$ cat config.mk
export PLATFORM = sky130hd
export DESIGN_NAME = interval_timer
export DESIGN_NICKNAME = d
export VERILOG_FILES = /design/src/rtl/tmr_pkg.sv /design/src/rtl/tmr_ctrl.sv /design/src/rtl/tmr_dpath.sv /design/src/rtl/interval_timer.sv
export SDC_FILE = /design/constraint.sdc
export NUM_CORES = 1
export LEC_CHECK = 0
export ABC_AREA = 1
export CORE_MARGIN = 2
export CORE_UTILIZATION = 30
export CTS_CLUSTER_SIZE = 14
export DETAILED_ROUTE_END_ITERATION = 7
export GPL_ROUTABILITY_DRIVEN = 0
export MAX_ROUTING_LAYER = met4
export PLACE_DENSITY = 0.47
export SLEW_MARGIN = 20
export SYNTH_ARGS = -nofsm -noshare
export SYNTH_HDL_FRONTEND = slang
export SYNTH_SLANG_ARGS = --single-unit
$ cat constraint.sdc
create_clock -name clk -period 2.1 [get_ports clk]
set_input_delay 0.42 -clock clk [delete_from_list [all_inputs] [get_ports clk]]
set_output_delay 0.42 -clock clk [all_outputs]
set_load 0.02 [all_outputs]
$ cat src/rtl/tmr_pkg.sv
package tmr_pkg;
  typedef struct packed {
    logic load;   // preset write: restart interval
    logic carry;  // prescaler completed one period
  } tmrStrobe_t;
endpackage

$ cat src/rtl/tmr_ctrl.sv
module tmr_ctrl
  import tmr_pkg::*;
#(
  parameter int PRE_W       = 6,
  parameter int SYNC_STAGES = 2
) (
  input  logic       clk,
  input  logic       rst_n,
  input  logic       cycleTick,
  input  logic       countMode,
  input  logic       extPulse,
  input  logic       presetWe,
  output tmrStrobe_t strobe
);
  localparam logic [PRE_W-1:0] PRE_MAX = '1;

  // synchroniser stages plus one edge-detect stage
  logic [SYNC_STAGES:0] syncQ;
  logic                 pinRise;
  logic                 evt;
  logic [PRE_W-1:0]     preCnt;

  always_ff @(posedge clk) begin
    if (!rst_n) syncQ <= '0;
    else        syncQ <= {syncQ[SYNC_STAGES-1:0], extPulse};
  end

  assign pinRise = syncQ[SYNC_STAGES-1] & ~syncQ[SYNC_STAGES];
  assign evt     = countMode ? pinRise : cycleTick;

  always_ff @(posedge clk) begin
    if (!rst_n)        preCnt <= '0;
    else if (presetWe) preCnt <= '0;
    else if (evt)      preCnt <= preCnt + 1'b1;
  end

  always_comb begin
    strobe.load  = presetWe;
    strobe.carry = evt && (preCnt == PRE_MAX) && !presetWe;
  end


  pre_hold_chk: assert property (@(posedge clk) disable iff (!rst_n)
    (!evt && !presetWe) |=> $stable(preCnt));


  pre_clear_chk: assert property (@(posedge clk) disable iff (!rst_n)
    presetWe |=> (preCnt == '0));
endmodule

$ cat src/rtl/tmr_dpath.sv
module tmr_dpath
  import tmr_pkg::*;
#(
  parameter int CNT_W = 4
) (
  input  logic             clk,
  input  logic             rst_n,
  input  tmrStrobe_t       strobe,
  input  logic [CNT_W-1:0] presetData,
  input  logic             flagClr,
  output logic             timerFlag,
  output logic             irqPulse
);
  localparam logic [CNT_W-1:0] CNT_MAX = '1;

  logic [CNT_W-1:0] presetQ;
  logic [CNT_W-1:0] cntQ;
  logic             wrap;
  logic             flagQ;
  logic             irqQ;

  assign wrap = strobe.carry && (cntQ == CNT_MAX);

  always_ff @(posedge clk) begin
    if (!rst_n) begin
      presetQ <= '0;
      cntQ    <= '0;
    end else if (strobe.load) begin
      presetQ <= presetData;
      cntQ    <= presetData;
    end else if (strobe.carry) begin
      cntQ <= wrap ? presetQ : cntQ + 1'b1;
    end
  end

  always_ff @(posedge clk) begin
    if (!rst_n) begin
      irqQ  <= 1'b0;
      flagQ <= 1'b0;
    end else begin
      irqQ <= wrap;
      if (wrap)         flagQ <= 1'b1;
      else if (flagClr) flagQ <= 1'b0;
    end
  end

  assign irqPulse  = irqQ;
  assign timerFlag = flagQ;


  irq_single_chk: assert property (@(posedge clk) disable iff (!rst_n)
    irqPulse |=> !irqPulse);


  flag_with_irq_chk: assert property (@(posedge clk) disable iff (!rst_n)
    irqPulse |-> timerFlag);


  flag_fall_chk: assert property (@(posedge clk) disable iff (!rst_n)
    $fell(timerFlag) |-> $past(flagClr));


  reload_chk: assert property (@(posedge clk) disable iff (!rst_n)
    irqPulse |-> (cntQ == presetQ));


  load_chk: assert property (@(posedge clk) disable iff (!rst_n)
    strobe.load |=> (cntQ == $past(presetData)) && !irqPulse);
endmodule

$ cat src/rtl/interval_timer.sv
module interval_timer
  import tmr_pkg::*;
#(
  parameter int CNT_W       = 4,
  parameter int PRE_W       = 6,
  parameter int SYNC_STAGES = 2
) (
  input  logic             clk,
  input  logic             rst_n,
  input  logic             cycleTick,
  input  logic             countMode,
  input  logic             extPulse,
  input  logic             presetWe,
  input  logic [CNT_W-1:0] presetData,
  input  logic             flagClr,
  output logic             timerFlag,
  output logic             irqPulse
);
  tmrStrobe_t strobe;

  tmr_ctrl #(.PRE_W(PRE_W), .SYNC_STAGES(SYNC_STAGES)) uCtrl (
    .clk(clk), .rst_n(rst_n), .cycleTick(cycleTick), .countMode(countMode),
    .extPulse(extPulse), .presetWe(presetWe), .strobe(strobe)
  );

  tmr_dpath #(.CNT_W(CNT_W)) uDpath (
    .clk(clk), .rst_n(rst_n), .strobe(strobe), .presetData(presetData),
    .flagClr(flagClr), .timerFlag(timerFlag), .irqPulse(irqPulse)
  );


  reset_quiet_chk: assert property (@(posedge clk)
    $past(!rst_n) |-> (!irqPulse && !timerFlag));
endmodule

==> impl_metrics.json <==
{
  "cts_buffer_depth": 2,
  "yosysWarnings": 0,
  "antenna_found_initial": 0,
  "critPathArrivalTime_ns": 1.25,
  "worstPathRequired_ns": 1.68,
  "grt_max_degree": 13,
  "cp_slowest_stage_delay_ns": 0.60,
  "ys_ff_latch": 19,
  "cts-resized-gates": 0,
  "path_class": "reg -> out",
  "final_core_util_pct": 38.02,
  "crit_cells": 1,
  "wl_per_cell_um": 9.786,
  "use_met3_pct": 4.478,
  "vias": 819,
  "start_kind": "register",
  "use_met1_pct": 16.04,
  "drc": 0,
  "slew_headroom_pct": 69.61,
  "path_buf_inv": 1,
  "cts_tree": "built",
  "grt_util_met2_pct": 18.17,
  "hold_violations": 0,
  "drive_gt1_share_pct": 12.59,
  "r2r-end": "uDpath.cntQ[1]",
  "maxSlewViolCount": 0,
  "rsz0062_at_grt": "false",
  "post-cts-setup-buffers": 0,
  "gr-total-overflow": 0,
  "cp_top_family": "buffers and inverters",
  "worstReg2RegStart": "uDpath.cntQ[0]",
  "synth_nets": 140,
  "grt_use_total_pct": 12.44,
  "insertion_delay_ns": 0.30,
  "peakVddDrop_mv": 0.4103,
  "timing.fmax_mhz": 597.2,
  "final.period_utilization_pct": 79.73,
  "cts_buffers": 3,
  "yosysUniqueCellTypes": 23,
  "cts.sink_count": 19,
  "grt_pass1_wl_mm": 3.256,
  "syn_inst": 127,
  "outcome": "finished clean",
  "diodes": 0,
  "crit_chain": "clkdlybuf4s50_1",
  "fillerInstances": 318,
  "fin_crit_ns": 1.674,
  "endpoint_kind": "output pin",
  "r2r_slack_ns": 0.66,
  "setup_viol": 0,
  "seq_area_frac_synth_pct": 39.95,
  "fin_tns_setup_ns": 0,
  "skew_ns": 0.01475,
  "std_cell_rows": 20,
  "critPathCapture": "timerFlag",
  "grt_pass1_vias": 742,
  "ios": 13,
  "worstSetupStartpoint": "uDpath.timerFlag",
  "power_density_nw_per_um2": 566.6,
  "gr-max-usage-layer": "met2",
  "via_per_inst": 4.380,
  "wl_mm": 1.830,
  "ant_nets": 0,
  "syn_area_um2": 952.2,
  "ctsRootBufferMaster": "clkbuf_4",
  "cap_viol_max_count": 0,
  "first_pass_iters": 3,
  "crit_fanout": 2,
  "die_h_um": 60.34,
  "dp_hpwl_mm": 1.397,
  "drt-initial-drc-count": 11,
  "start_util_pct": 31.45,
  "die_w_um": 60.34,
  "worst_hold_path_type": "reg -> reg",
  "syn_area_per_cell_um2": 7.497,
  "reg2regPathDepth": 7,
  "cpMaxStageDelayCell": "clkdlybuf4s50_1",
  "io_buffers": 12,
  "p_leak_nw": 0.4903,
  "worstMarginPinSlew_ns": 0.4548,
  "nets": 157,
  "syn_to_final_growth_pct": 20.89,
  "clk_pin_slew_worst_paths_ns": 0.12,
  "die_area_um2": 3640,
  "cts.htree.levels": 1,
  "cts_hold_buf": 0,
  "coreArea_um2": 3028
}
-- per-stage QoR --
step | worst slack, ns | area [um2] | hold WS, ns | power [W] | instances
after CTS | 0.4015 | 1151 | 0.4226 | 0.0006684 | 187
after detailed placement | 0.1643 | 1124 | 0.3968 | 0.0004719 | 183
after floorplan | 0.8422 | 952.2 | 0.3900 | 0.0004400 | 127
final | 0.4256 | 1151 | 0.4215 | 0.0006522 | 187
after global routing | 0.3587 | 1151 | 0.4405 | 0.0006915 | 187
after global placement | 0.1811 | 1124 | 0.4005 | 0.0004714 | 183
-- layer usage --
metal	up-vias	wire length, um
li1	441	-
met1	357	916
met2	17	779
met3	4	101
met4	0	33
met5	-	0
-- cell families (layout without fill, tap and decap cells) --
| group | after synthesis | in the layout | synth area share, % |
|---|---|---|---|
| XOR/XNOR | 1 | 1 | 0.9200 |
| adder cells (fa/ha/maj) | 2 | 2 | 2.628 |
| AO/OA/AOI/OAI | 20 | 20 | 11.30 |
| buffers and inverters | 26 | 42 | 11.43 |
| flip-flops | 19 | 19 | 39.95 |
| AND/OR/NAND/NOR | 59 | 59 | 33.77 |
-- area by class of cell --
class / count / area, um2 / share of cell area, %
sequential: 19 / 380.4 / 33.04
clock buffer: 3 / 22.52 / 1.957
clock inverter: 1 / 5.005 / 0.4348
timing repair buffer: 14 / 135.1 / 11.74
multi-input combinational: 82 / 462.9 / 40.22
inverter: 24 / 90.09 / 7.826
tap: 44 / 55.05 / 4.783
-- where the power goes --
group / switching, W / internal (W) / total (W)
combinational: 0.0000429 / 0.0000379 / 0.0000807
sequential: 0.00000863 / 0.000374 / 0.000382
clock: 0.000118 / 0.0000710 / 0.000189
-- flip-flops by register name (all words and copies together), names as in the netlist --
| name | cells |
|---|---|
| uCtrl.syncQ | 3 |
| uCtrl.preCnt | 6 |
| uDpath.cntQ | 4 |
| uDpath.irqPulse | 1 |
| uDpath.timerFlag | 1 |
| uDpath.presetQ | 4 |
-- worst min-delay path by stage --
stage,slack (ns),from,endpoint,cells after the start
floorplan,0.39,uCtrl.syncQ[0],uCtrl.syncQ[1],2
global placement,0.40,uCtrl.syncQ[0],uCtrl.syncQ[1],2
detailed placement,0.40,uCtrl.syncQ[0],uCtrl.syncQ[1],2
CTS,0.42,uCtrl.syncQ[0],uCtrl.syncQ[1],2
global route,0.44,uCtrl.syncQ[0],uCtrl.syncQ[1],2
finish,0.42,uCtrl.syncQ[0],uCtrl.syncQ[1],2
-- placed cells by master, fill, tap and decap left out --
cell | netlist | routed
a21boi_0 | 1 | 1
nor2_2 | 2 | 2
a21oi_1 | 9 | 9
clkdlybuf4s50_1 | 0 | 12
o22ai_1 | 4 | 4
nor2_4 | 1 | 1
nand3_4 | 2 | 2
xnor2_1 | 1 | 1
nand3_1 | 8 | 8
nor2_8 | 1 | 1
nor2_1 | 9 | 9
or2_2 | 1 | 1
nand2_2 | 3 | 3
ha_1 | 2 | 2
nor3_2 | 1 | 1
nand2_1 | 25 | 25
buf_4 | 1 | 2
inv_1 | 24 | 24
nand3_2 | 1 | 1
clkinv_2 | 0 | 1
dfxtp_1 | 19 | 19
nand4_1 | 4 | 4
nor3_1 | 1 | 1
o21ai_0 | 6 | 6
clkbuf_4 | 0 | 3
-- synthesized netlist by cell type (all sizes together) --
library cell  instances  area share [%]
nand2                28              12
inv                  24             9.5
dfxtp                19              40
nor2                 13             8.1
nand3                11             8.9
a21oi                 9             4.7
o21ai                 6             3.2
nand4                 4             2.6
o22ai                 4             2.6
buf                   2             2.0
ha                    2             2.6
nor3                  2             1.6
a21boi                1            0.79
or2                   1            0.66
xnor2                 1            0.92
Power figures use the tool's default switching activity.
